===== config.mk =====
export PLATFORM = sky130hd
export DESIGN_NAME = mdio_cmd_ctrl
export DESIGN_NICKNAME = d
export VERILOG_FILES = /design/src/rtl/mdio_cmd_pkg.sv /design/src/rtl/mdio_clk_gen.sv /design/src/rtl/mdio_frame_seq.sv /design/src/rtl/mdio_cmd_ctrl.sv
export SDC_FILE = /design/constraint.sdc
export NUM_CORES = 1
export LEC_CHECK = 0
export CAP_MARGIN = 20
export CORE_MARGIN = 2
export CORE_UTILIZATION = 35
export DETAILED_ROUTE_END_ITERATION = 10
export PLACE_DENSITY = 0.64
export SLEW_MARGIN = 10
export SYNTH_ARGS = -nofsm -noshare
export SYNTH_HDL_FRONTEND = slang
export SYNTH_SLANG_ARGS = --single-unit

===== constraint.sdc =====
create_clock -name clk -period 2.5 [get_ports clk]
set_input_delay 0.75 -clock clk [delete_from_list [all_inputs] [get_ports clk]]
set_output_delay 0.75 -clock clk [all_outputs]
set_load 0.01 [all_outputs]

===== src/rtl/mdio_cmd_pkg.sv =====
package mdio_cmd_pkg;
  localparam int WORD_W     = 32;
  localparam int DATA_W     = 16;
  localparam int ADDR_W     = 5;
  localparam int FRAME_BITS = 64;
  localparam int PRE_BITS   = 32;

  localparam int BIT_BUSY   = 29;
  localparam int BIT_FAIL   = 28;
  localparam int OP_HI      = 27;
  localparam int OP_LO      = 26;
  localparam int PHY_LO     = 21;
  localparam int REG_LO     = 16;

  localparam int REL_IDX    = 46;
  localparam int TA2_IDX    = 47;
  localparam int DAT_IDX    = 48;

  typedef enum logic [1:0] {
    OPC_WRITE = 2'b01,
    OPC_READ  = 2'b10
  } mgmt_op_e;

  function automatic logic [FRAME_BITS-1:0] build_frame(
    input logic [1:0]        op,
    input logic [ADDR_W-1:0] phy,
    input logic [ADDR_W-1:0] rga,
    input logic [DATA_W-1:0] dat
  );
    build_frame = {{PRE_BITS{1'b1}}, 2'b01, op, phy, rga, 2'b10, dat};
  endfunction
endpackage


===== src/rtl/mdio_clk_gen.sv =====
module mdio_clk_gen #(
  parameter int CLK_DIV = 40
) (
  input  logic clk,
  input  logic rst,
  input  logic run,
  output logic mdc,
  output logic rise_stb,
  output logic fall_stb
);
  localparam int HALF = CLK_DIV / 2;
  localparam int CW   = (HALF > 1) ? $clog2(HALF) : 1;
  localparam logic [CW-1:0] LAST = CW'(HALF - 1);

  logic [CW-1:0] cnt_q;
  logic          mdc_q;
  logic          edge_now;

  assign edge_now = run && (cnt_q == LAST);
  assign rise_stb = edge_now && !mdc_q;
  assign fall_stb = edge_now && mdc_q;
  assign mdc      = mdc_q;

  always_ff @(posedge clk) begin
    if (rst || !run) begin
      cnt_q <= '0;
      mdc_q <= 1'b0;
    end else if (cnt_q == LAST) begin
      cnt_q <= '0;
      mdc_q <= ~mdc_q;
    end else begin
      cnt_q <= cnt_q + 1'b1;
    end
  end

  // strobes alternate, a rising strobe only when MDC is low
  assert_rise_from_low_R5: assert property (@(posedge clk) disable iff (rst)
    rise_stb |=> mdc_q);
  assert_fall_from_high_R5: assert property (@(posedge clk) disable iff (rst)
    fall_stb |=> !mdc_q);
endmodule


===== src/rtl/mdio_frame_seq.sv =====
module mdio_frame_seq
  import mdio_cmd_pkg::*;
(
  input  logic              clk,
  input  logic              rst,
  input  logic              start,
  input  logic [1:0]        start_op,
  input  logic [ADDR_W-1:0] start_phy,
  input  logic [ADDR_W-1:0] start_reg,
  input  logic [DATA_W-1:0] start_dat,
  input  logic              rise_stb,
  input  logic              fall_stb,
  input  logic              mdio_i,
  output logic              mdio_o,
  output logic              mdio_oe,
  output logic              done,
  output logic              done_rd,
  output logic [DATA_W-1:0] rx_data,
  output logic              ta_fail
);
  localparam int IDX_W = $clog2(FRAME_BITS);
  localparam logic [IDX_W-1:0] LAST_IDX = IDX_W'(FRAME_BITS - 1);
  localparam logic [IDX_W-1:0] REL_I    = IDX_W'(REL_IDX);
  localparam logic [IDX_W-1:0] TA2_I    = IDX_W'(TA2_IDX);
  localparam logic [IDX_W-1:0] DAT_I    = IDX_W'(DAT_IDX);

  logic                  active_q;
  logic                  rd_q;
  logic [IDX_W-1:0]      idx_q;
  logic [FRAME_BITS-1:0] sh_q;
  logic [DATA_W-1:0]     rx_q;
  logic                  ta_bad_q;
  logic                  o_q, oe_q;
  logic [IDX_W-1:0]      idx_nx;

  assign idx_nx  = idx_q + 1'b1;
  assign done    = active_q && fall_stb && (idx_q == LAST_IDX);
  assign done_rd = done && rd_q;
  assign rx_data = rx_q;
  assign ta_fail = ta_bad_q;
  assign mdio_o  = o_q;
  assign mdio_oe = oe_q;

  always_ff @(posedge clk) begin
    if (rst) begin
      active_q <= 1'b0;
      rd_q     <= 1'b0;
      idx_q    <= '0;
      sh_q     <= '0;
      rx_q     <= '0;
      ta_bad_q <= 1'b0;
      o_q      <= 1'b1;
      oe_q     <= 1'b0;
    end else if (start && !active_q) begin
      active_q <= 1'b1;
      rd_q     <= (start_op == OPC_READ);
      idx_q    <= '0;
      sh_q     <= build_frame(start_op, start_phy, start_reg, start_dat);
      rx_q     <= '0;
      ta_bad_q <= 1'b0;
      o_q      <= 1'b1;
      oe_q     <= 1'b1;
    end else if (active_q) begin
      if (rise_stb) begin
        if (rd_q && idx_q == TA2_I) ta_bad_q <= mdio_i;
        if (idx_q >= DAT_I) rx_q <= {rx_q[DATA_W-2:0], mdio_i};
      end
      if (fall_stb) begin
        if (idx_q == LAST_IDX) begin
          active_q <= 1'b0;
          o_q      <= 1'b1;
          oe_q     <= 1'b0;
        end else begin
          idx_q <= idx_nx;
          sh_q  <= {sh_q[FRAME_BITS-2:0], 1'b0};
          o_q   <= sh_q[FRAME_BITS-2];
          oe_q  <= !(rd_q && idx_nx >= REL_I);
        end
      end
    end
  end

  // a read frame never drives the line from the release bit on
  assert_read_release_R6: assert property (@(posedge clk) disable iff (rst)
    (active_q && rd_q && idx_q >= REL_I) |-> !mdio_oe);
  // MDIO only moves on a falling MDC strobe while a frame runs
  assert_out_stable_R4: assert property (@(posedge clk) disable iff (rst)
    (active_q && !fall_stb && !done) |=> $stable(o_q));
endmodule


===== src/rtl/mdio_cmd_ctrl.sv =====
module mdio_cmd_ctrl
  import mdio_cmd_pkg::*;
#(
  parameter int CLK_DIV = 40
) (
  input  logic        clk,
  input  logic        rst,
  input  logic        cmd_wr_en,
  input  logic [31:0] cmd_wr_data,
  output logic [31:0] cmd_rd_data,
  output logic        mdc,
  output logic        mdio_o,
  output logic        mdio_oe,
  input  logic        mdio_i
);
  localparam int FRAME_CYC = FRAME_BITS * CLK_DIV;
  localparam int BC_W      = $clog2(FRAME_CYC) + 1;

  logic [WORD_W-1:0] cmd_q;
  logic              busy;
  logic              wr_take;
  logic              launch;
  logic              rise_stb, fall_stb;
  logic              done, done_rd, ta_fail;
  logic [DATA_W-1:0] rx_data;

  assign busy        = cmd_q[BIT_BUSY];
  assign wr_take     = cmd_wr_en && !busy;
  assign launch      = wr_take && cmd_wr_data[BIT_BUSY];
  assign cmd_rd_data = cmd_q;

  always_ff @(posedge clk) begin
    if (rst) begin
      cmd_q <= '0;
    end else if (wr_take) begin
      cmd_q <= {2'b00, cmd_wr_data[BIT_BUSY], 1'b0, cmd_wr_data[OP_HI:0]};
    end else if (done) begin
      cmd_q[BIT_BUSY] <= 1'b0;
      if (done_rd) begin
        cmd_q[DATA_W-1:0] <= rx_data;
        cmd_q[BIT_FAIL]   <= ta_fail;
      end
    end
  end

  mdio_clk_gen #(.CLK_DIV(CLK_DIV)) clk_gen_i (
    .clk      (clk),
    .rst      (rst),
    .run      (busy),
    .mdc      (mdc),
    .rise_stb (rise_stb),
    .fall_stb (fall_stb)
  );

  mdio_frame_seq seq_i (
    .clk       (clk),
    .rst       (rst),
    .start     (launch),
    .start_op  (cmd_wr_data[OP_HI:OP_LO]),
    .start_phy (cmd_wr_data[PHY_LO+ADDR_W-1:PHY_LO]),
    .start_reg (cmd_wr_data[REG_LO+ADDR_W-1:REG_LO]),
    .start_dat (cmd_wr_data[DATA_W-1:0]),
    .rise_stb  (rise_stb),
    .fall_stb  (fall_stb),
    .mdio_i    (mdio_i),
    .mdio_o    (mdio_o),
    .mdio_oe   (mdio_oe),
    .done      (done),
    .done_rd   (done_rd),
    .rx_data   (rx_data),
    .ta_fail   (ta_fail)
  );

  // busy window counter used only by the checks below
  logic [BC_W-1:0] busy_cnt_q;
  always_ff @(posedge clk) begin
    if (rst || !busy) busy_cnt_q <= '0;
    else              busy_cnt_q <= busy_cnt_q + 1'b1;
  end

  assert_busy_bounded_R5: assert property (@(posedge clk) disable iff (rst)
    busy |-> (busy_cnt_q < BC_W'(FRAME_CYC)));
  assert_idle_mdc_low_R5: assert property (@(posedge clk) disable iff (rst)
    !busy |-> !mdc);
  assert_idle_released_R6: assert property (@(posedge clk) disable iff (rst)
    !busy |-> !mdio_oe);
  assert_busy_write_ignored_R3: assert property (@(posedge clk) disable iff (rst)
    (busy && !done && cmd_wr_en) |=> (cmd_q[OP_HI:REG_LO] == $past(cmd_q[OP_HI:REG_LO])));
  assert_fail_sticky_R8: assert property (@(posedge clk) disable iff (rst)
    (cmd_q[BIT_FAIL] && !wr_take) |=> cmd_q[BIT_FAIL]);
  assert_launch_sets_busy_R2: assert property (@(posedge clk) disable iff (rst)
    launch |=> busy);
endmodule


==> results of run 1 <==
==> flip-flops by register name, summed over array words and instances (netlist names) <==
register         flops
cmd_rd_data         30
seq_i.active_q       1
seq_i.mdio_oe        1
seq_i.idx_q          6
seq_i.rx_data       16
seq_i.mdio_o         1
clk_gen_i.cnt_q      5
seq_i.rd_q           1
clk_gen_i.mdc        1
seq_i.ta_fail        1
seq_i.sh_q          63
==> kinds of logic (layout without fill, tap and decap cells) <==
| group | count (synthesis) | in the layout |
|---|---|---|
| and+or+nand+nor | 272 | 272 |
| DFF | 126 | 126 |
| AOI/OAI and AO/OA | 115 | 115 |
| buffers and inverters | 61 | 116 |
| muxes | 17 | 17 |
| xor gates and xnor gates | 5 | 5 |
| adders and majority gates | 3 | 3 |
| other | 1 | 2 |
==> layout make-up <==
class	instances	area, um^2
clock inverter	6	37.5
tap	184	230
timing repair buffer	83	831
clock buffer	23	488
sequential	126	2520
fill	1418	7980
inverter	4	15.0
multi-input combinational	414	2320
==> stage by stage <==
| step | total power (uW) | instance area (um^2) | hold slack (ns) | setup slack [ns] | utilization, % |
|---|---|---|---|---|---|
| after floorplan | 2430 | 5120 | 0.418 | 0.545 | - |
| after global placement | 2620 | 5920 | 0.431 | 0.179 | 41.0 |
| after detailed placement | 2640 | 5920 | 0.450 | 0.111 | 41.0 |
| after CTS | 4810 | 6450 | 0.455 | 0.274 | 44.7 |
| after global routing | 4960 | 6450 | 0.472 | 0.0898 | 44.7 |
| final | 4770 | 6450 | 0.454 | 0.282 | 44.7 |
==> layer usage <==
metal	up-vias	routed length [um]
met3	19	608
met5	-	0
met2	99	5950
met4	0	257
li1	2214	-
met1	2131	5690
==> final timing paths <==
path,slack [ns],end,cells past startpoint,startpoint
hold reg to reg,0.45,cmd_rd_data[19]$_SDFFE_PP0P_,2,cmd_rd_data[19]$_SDFFE_PP0P_
setup reg to reg,0.28,seq_i.sh_q[28]$_SDFFE_PP0P_,6,seq_i.idx_q[0]$_SDFFE_PP0P_
setup / recovery,0.28,seq_i.sh_q[28]$_SDFFE_PP0P_,6,seq_i.idx_q[0]$_SDFFE_PP0P_
hold / removal,0.45,cmd_rd_data[19]$_SDFFE_PP0P_,2,cmd_rd_data[19]$_SDFFE_PP0P_
==> power by group through the flow <==
stage	Combinational [uW]	Clock, uW	Sequential, uW
global placement	417	0	2210
detailed placement	427	0	2210
global route	469	2310	2180
floorplan	219	0	2210
finish	428	2170	2170
CTS	430	2220	2170
==> worst max-delay path, delay by kind of cell (launching register included) <==
| family | cells | cell delay (ns) |
|---|---|---|
| fa+ha+maj | 1 | 0.34 |
| buf+inv | 1 | 0.26 |
| compound gates | 2 | 0.69 |
| simple gates | 2 | 0.41 |
| flops | 1 | 0.44 |
==> synth_stat cells (4+ instances only) <==
| cell | instances | area (um^2) |
|---|---|---|
| dfxtp_1 | 126 | 2520 |
| nor2_1 | 91 | 342 |
| nor3_1 | 72 | 360 |
| nand3_1 | 43 | 215 |
| a21oi_1 | 40 | 200 |
| nand2_1 | 36 | 135 |
| clkbuf_1 | 31 | 116 |
| a22oi_1 | 22 | 165 |
| a311oi_1 | 18 | 158 |
| mux2i_1 | 17 | 170 |
| buf_2 | 13 | 65.1 |
| o21ai_0 | 11 | 55.1 |
| o21ai_1 | 9 | 45.0 |
| nor4_1 | 7 | 43.8 |
| buf_4 | 6 | 45.0 |
| nand2b_1 | 5 | 31.3 |
| buf_6 | 4 | 45.0 |
| inv_1 | 4 | 15.0 |
==> flow_summary.yaml, run 1 <==
detailed_routing:
  ant_nets: 0
  drt_drc_violations_left: 0
  firstDrtPassIters: 5
  drt_iter0_drc: 251
  via_count: 4463
  wl_per_cell_um: 14.9
  viasPerCell: 5.31
  wl_mm: 12.5
worst_setup_path:
  cp_cell_sequence: "ha_1 -> and3_1 -> a311o_2 -> buf_12 -> nand3_1 -> a21oi_1"
  worst-path-max-fanout: 32
  crit_arrival_ns: 2.55
  critical_path.startpoint_type: "flop"
  worst-setup-path-type: "flop to flop"
  worst_setup_path_end_kind: "flop"
  crit_slowest_cell: "a311o_2"
  cp.required_ns: 2.83
  max_stage_delay_ns: 0.55
synth:
  ys_seq_area_share_pct: 49.3
  synth_edf_count: 0
  ys.warnings.count: 0
  synth_xor_area_share_pct: 0.855
  synth.distinct_cells: 48
  syn_area_um2: 5120
  synth_top_family_by_area: "simple AND/OR/NAND/NOR gates"
  synthAdderAreaFrac_pct: 0.733
  async_reset_ff_share_pct: 0
  syn_inst: 600
  ys.flop_type: "dfxtp_1"
  syn_area_per_cell_um2: 8.53
  synthSimpleGateAreaFrac_pct: 25.3
  synth_compound_area_share_pct: 14.6
  synth-seq-cells: 126
  muxShareOfSynthArea_pct: 3.32
final_layout:
  mostFrequentLayoutCell: "dfxtp_1"
  instances_no_fill: 840
  diodes: 0
  fin_nets: 685
  areaGrowthSynthToFinish_pct: 25.9
  final_cell_mix: "126 x dfxtp_1, 91 x nor2_1, 72 x nor3_1, 64 x clkdlybuf4s50_1, 43 x nand3_1"
  drive_gt1_share_pct: 8.23
hold_path:
  min_path_type: "flop to flop"
power:
  ir_drop_mv: 0.458
  power.net_switching_uw: 1100
  power.density_nw_per_um2: 740
  pwr-share-clk_pct: 45.6
  p_seq_share_pct: 45.5
  p_leak_uw: 0.00244
  intPower_uw: 3670
  combPwrFrac_pct: 9.0
  p_sw_share_pct: 23.1
timing:
  rsz0062_at_grt: "no"
  max_freq_mhz: 451
  setup-tns-final_ns: 0
  relSlewSlack_pct: 65.0
  final_max_slew_viol_count: 0
  fin_skew_ns: 0.0112
  fin_crit_sh_pct: 88.7
  finalSetupViolations: 0
  fin_crit_ns: 2.22
  worst_pin_slew_ns: 0.525
  hold_viol: 0
global_route:
  antenna_found_initial: 0
  grt_pass1_wl_mm: 20.7
  gr-usage-met1_pct: 19.8
  met3_usage_pct: 5.09
  grt_usage_pct: 15.9
  grt_max_degree: 94
  grt_overflow_total: 0
  gr-usage-met2_pct: 25.8
  grt_pass1_vias: 4309
  busiest_layer: "met2"
cts:
  cts-root-buf: "clkbuf_16"
  clk_pin_slew_ns: 0.05
  ctsHoldBuffers: 0
  post_cts_buffers: 0
  cts.path.max_buffers: 2
  cts_inserted_buffers: 17
  clock_sinks: 126
  clk-insertion-delay-late_ns: 0.41
  post_cts_resized: 0
  cts_tree: "yes"
  h-tree-depth: 4
die:
  die_w_um: 125
  die_height_um: 125
  rows: 44
  core_region_area_um2: 14400
  start_util_pct: 35.5
  ios: 71
  die_area_um2: 15600
placement:
  io_buffers: 65
  gp_congestion: 0.813
  place_hpwl_mm: 7.96
  placed_cells: 811
run:
  cap_violations: 0
status:
  status: "finished, final reports clean"
No activity file was read; power rests on OpenSTA's default activity.
==> run 2, diff against run 1 <==
--- a/config.mk
+++ b/config.mk
@@ -7,9 +7,9 @@
 export LEC_CHECK = 0
 export CAP_MARGIN = 20
 export CORE_MARGIN = 2
-export CORE_UTILIZATION = 35
+export CORE_UTILIZATION = 45
 export DETAILED_ROUTE_END_ITERATION = 10
-export PLACE_DENSITY = 0.64
+export PLACE_DENSITY = 0.77
 export SLEW_MARGIN = 10
 export SYNTH_ARGS = -nofsm -noshare
 export SYNTH_HDL_FRONTEND = slang
==> flow_summary.yaml, run 2 (same netlist as run 1, synthesis figures left out) <==
status:
  status: "finished, final reports clean"
power:
  ir_drop_mv: 0.473
  power.density_nw_per_um2: 814
  p_leak_uw: 0.00250
hold_path:
  min_path_type: "flop to flop"
  hp-start: "seq_i.sh_q[15]$_SDFFE_PP0P_"
  holdPathEnd: "seq_i.sh_q[16]$_SDFFE_PP0P_"
  whs_path_depth: 2
cts:
  clk-insertion-delay-late_ns: 0.41
  clock_sinks: 126
  ctsHoldBuffers: 0
  cts.path.max_buffers: 2
  cts_inserted_buffers: 17
  post_cts_buffers: 0
  cts-root-buf: "clkbuf_16"
  clk_pin_slew_ns: 0.06
  h-tree-depth: 4
  post_cts_resized: 0
  cts_tree: "yes"
timing:
  finalSetupViolations: 0
  setup-tns-final_ns: 0
  rsz0062_at_grt: "no"
  relSlewSlack_pct: 63.9
  final_max_slew_viol_count: 0
  fin_skew_ns: 0.00624
  fin_crit_ns: 2.19
  worst_pin_slew_ns: 0.541
  max_freq_mhz: 456
  hold_viol: 0
  fin_crit_sh_pct: 87.6
placement:
  gp_congestion: 0.819
  placed_cells: 767
  io_buffers: 65
  place_hpwl_mm: 7.43
final_layout:
  largest_reg_flops: 63
  instances_no_fill: 799
  fin_nets: 685
  n_fill_cell: 907
  drive_gt1_share_pct: 8.65
  top_register: "seq_i.sh_q"
  diodes: 0
  seq_area_um2: 2520
  mostFrequentLayoutCell: "dfxtp_1"
  final_cell_mix: "126 x dfxtp_1, 91 x nor2_1, 72 x nor3_1, 64 x clkdlybuf4s50_1, 43 x nand3_1"
  multiInputGateArea_um2: 2320
  areaGrowthSynthToFinish_pct: 27.4
worst_setup_path:
  worst_setup_path_end_kind: "flop"
  crit_slowest_cell: "or4_4"
  reg2reg_from: "seq_i.idx_q[0]$_SDFFE_PP0P_"
  max_stage_delay_ns: 0.70
  worst-setup-path-type: "flop to flop"
  reg2reg_depth: 5
  r2r_end: "cmd_rd_data[14]$_SDFFE_PP0P_"
  cp.required_ns: 2.77
  cp_cell_sequence: "ha_1 -> nand3_2 -> or4_4 -> o21ai_0 -> a311oi_1"
  reg2reg_slack_ns: 0.31
  worst-path-max-fanout: 18
  crit_arrival_ns: 2.46
  critical_path.startpoint_type: "flop"
detailed_routing:
  drt_iter0_drc: 376
  wl_per_cell_um: 15.3
  wl_mm: 12.2
  drt_drc_violations_left: 0
  ant_nets: 0
  viasPerCell: 5.70
  firstDrtPassIters: 5
  via_count: 4553
die:
  ios: 71
  core_region_area_um2: 11000
  die_area_um2: 12200
  die_height_um: 111
  start_util_pct: 46.6
  die_w_um: 111
  rows: 38
global_route:
  antenna_found_initial: 0
  grt_usage_pct: 20.3
  grt_pass1_wl_mm: 21.0
  grt_pass1_vias: 4471
  grt_max_degree: 67
  grt_overflow_total: 0
run:
  cap_violations: 0
-- run 2: per-layer routing --
metal	global-route usage, %	part of all wire, %
met5	0	0
met4	7.58	1.8
met3	5.58	5.2
met2	34.4	50
met1	24.7	43
-- run 2: per-stage QoR --
| stage | setup slack (ns) | instance area (um^2) | utilization, % | hold slack (ns) | total power, uW |
|---|---|---|---|---|---|
| floorplan | 0.545 | 5120 | - | 0.418 | 2430 |
| global route | 0.209 | 6520 | 59.4 | 0.480 | 5500 |
| finish | 0.309 | 6520 | 59.4 | 0.448 | 5310 |
| detailed placement | 0.204 | 5870 | 53.4 | 0.446 | 2630 |
| global placement | 0.218 | 5870 | 53.4 | 0.432 | 2620 |
| CTS | 0.291 | 6520 | 59.4 | 0.452 | 5350 |
-- run 2: worst max-delay path: cells and delay by family, from the launching register on --
family / cells / cell delay [ns]
AO/OA/AOI/OAI: 2 / 0.38
adder cells (fa/ha/maj): 1 / 0.35
flip-flops: 1 / 0.46
AND/OR/NAND/NOR: 2 / 0.86
-- run 2: worst max-delay path by stage --
| stage | to | start |
|---|---|---|
| finish | cmd_rd_data[14]$_SDFFE_PP0P_ | seq_i.idx_q[0]$_SDFFE_PP0P_ |
| floorplan | cmd_rd_data[6]$_SDFFE_PP0P_ | seq_i.idx_q[0]$_SDFFE_PP0P_ |
| detailed placement | seq_i.rd_q$_SDFFE_PP0P_ | cmd_wr_data[29] |
| global route | cmd_rd_data[14]$_SDFFE_PP0P_ | seq_i.idx_q[0]$_SDFFE_PP0P_ |
| global placement | seq_i.rd_q$_SDFFE_PP0P_ | cmd_wr_data[29] |
| CTS | cmd_rd_data[29] | cmd_rd_data[29]$_SDFFE_PP0P_ |
-- run 2: final cells by class --
| cell class | count | share of cell area (%) |
|---|---|---|
| Sequential cell | 126 | 38.7 |
| Timing Repair Buffer | 83 | 12.7 |
| Inverter | 4 | 0.230 |
| Clock buffer | 22 | 7.27 |
| Tap cell | 140 | 2.69 |
| Multi-Input combinational cell | 414 | 35.6 |
| Clock inverter | 10 | 2.82 |
-- run 2: where the power goes --
part	switching [uW]	total, uW	internal, uW	leakage [uW]
sequential	57.9	2170	2110	0.00103
combinational	216	427	211	0.00116
clock	865	2710	1850	0.000316
==> run 3, diff against run 2 <==
--- a/config.mk
+++ b/config.mk
@@ -8,6 +8,7 @@
 export CAP_MARGIN = 20
 export CORE_MARGIN = 2
 export CORE_UTILIZATION = 45
+export CTS_CLUSTER_DIAMETER = 60
 export DETAILED_ROUTE_END_ITERATION = 10
 export PLACE_DENSITY = 0.77
 export SLEW_MARGIN = 10
==> results of run 3 <==
The final DEF is identical to that of run 2; final timing and power are the same.
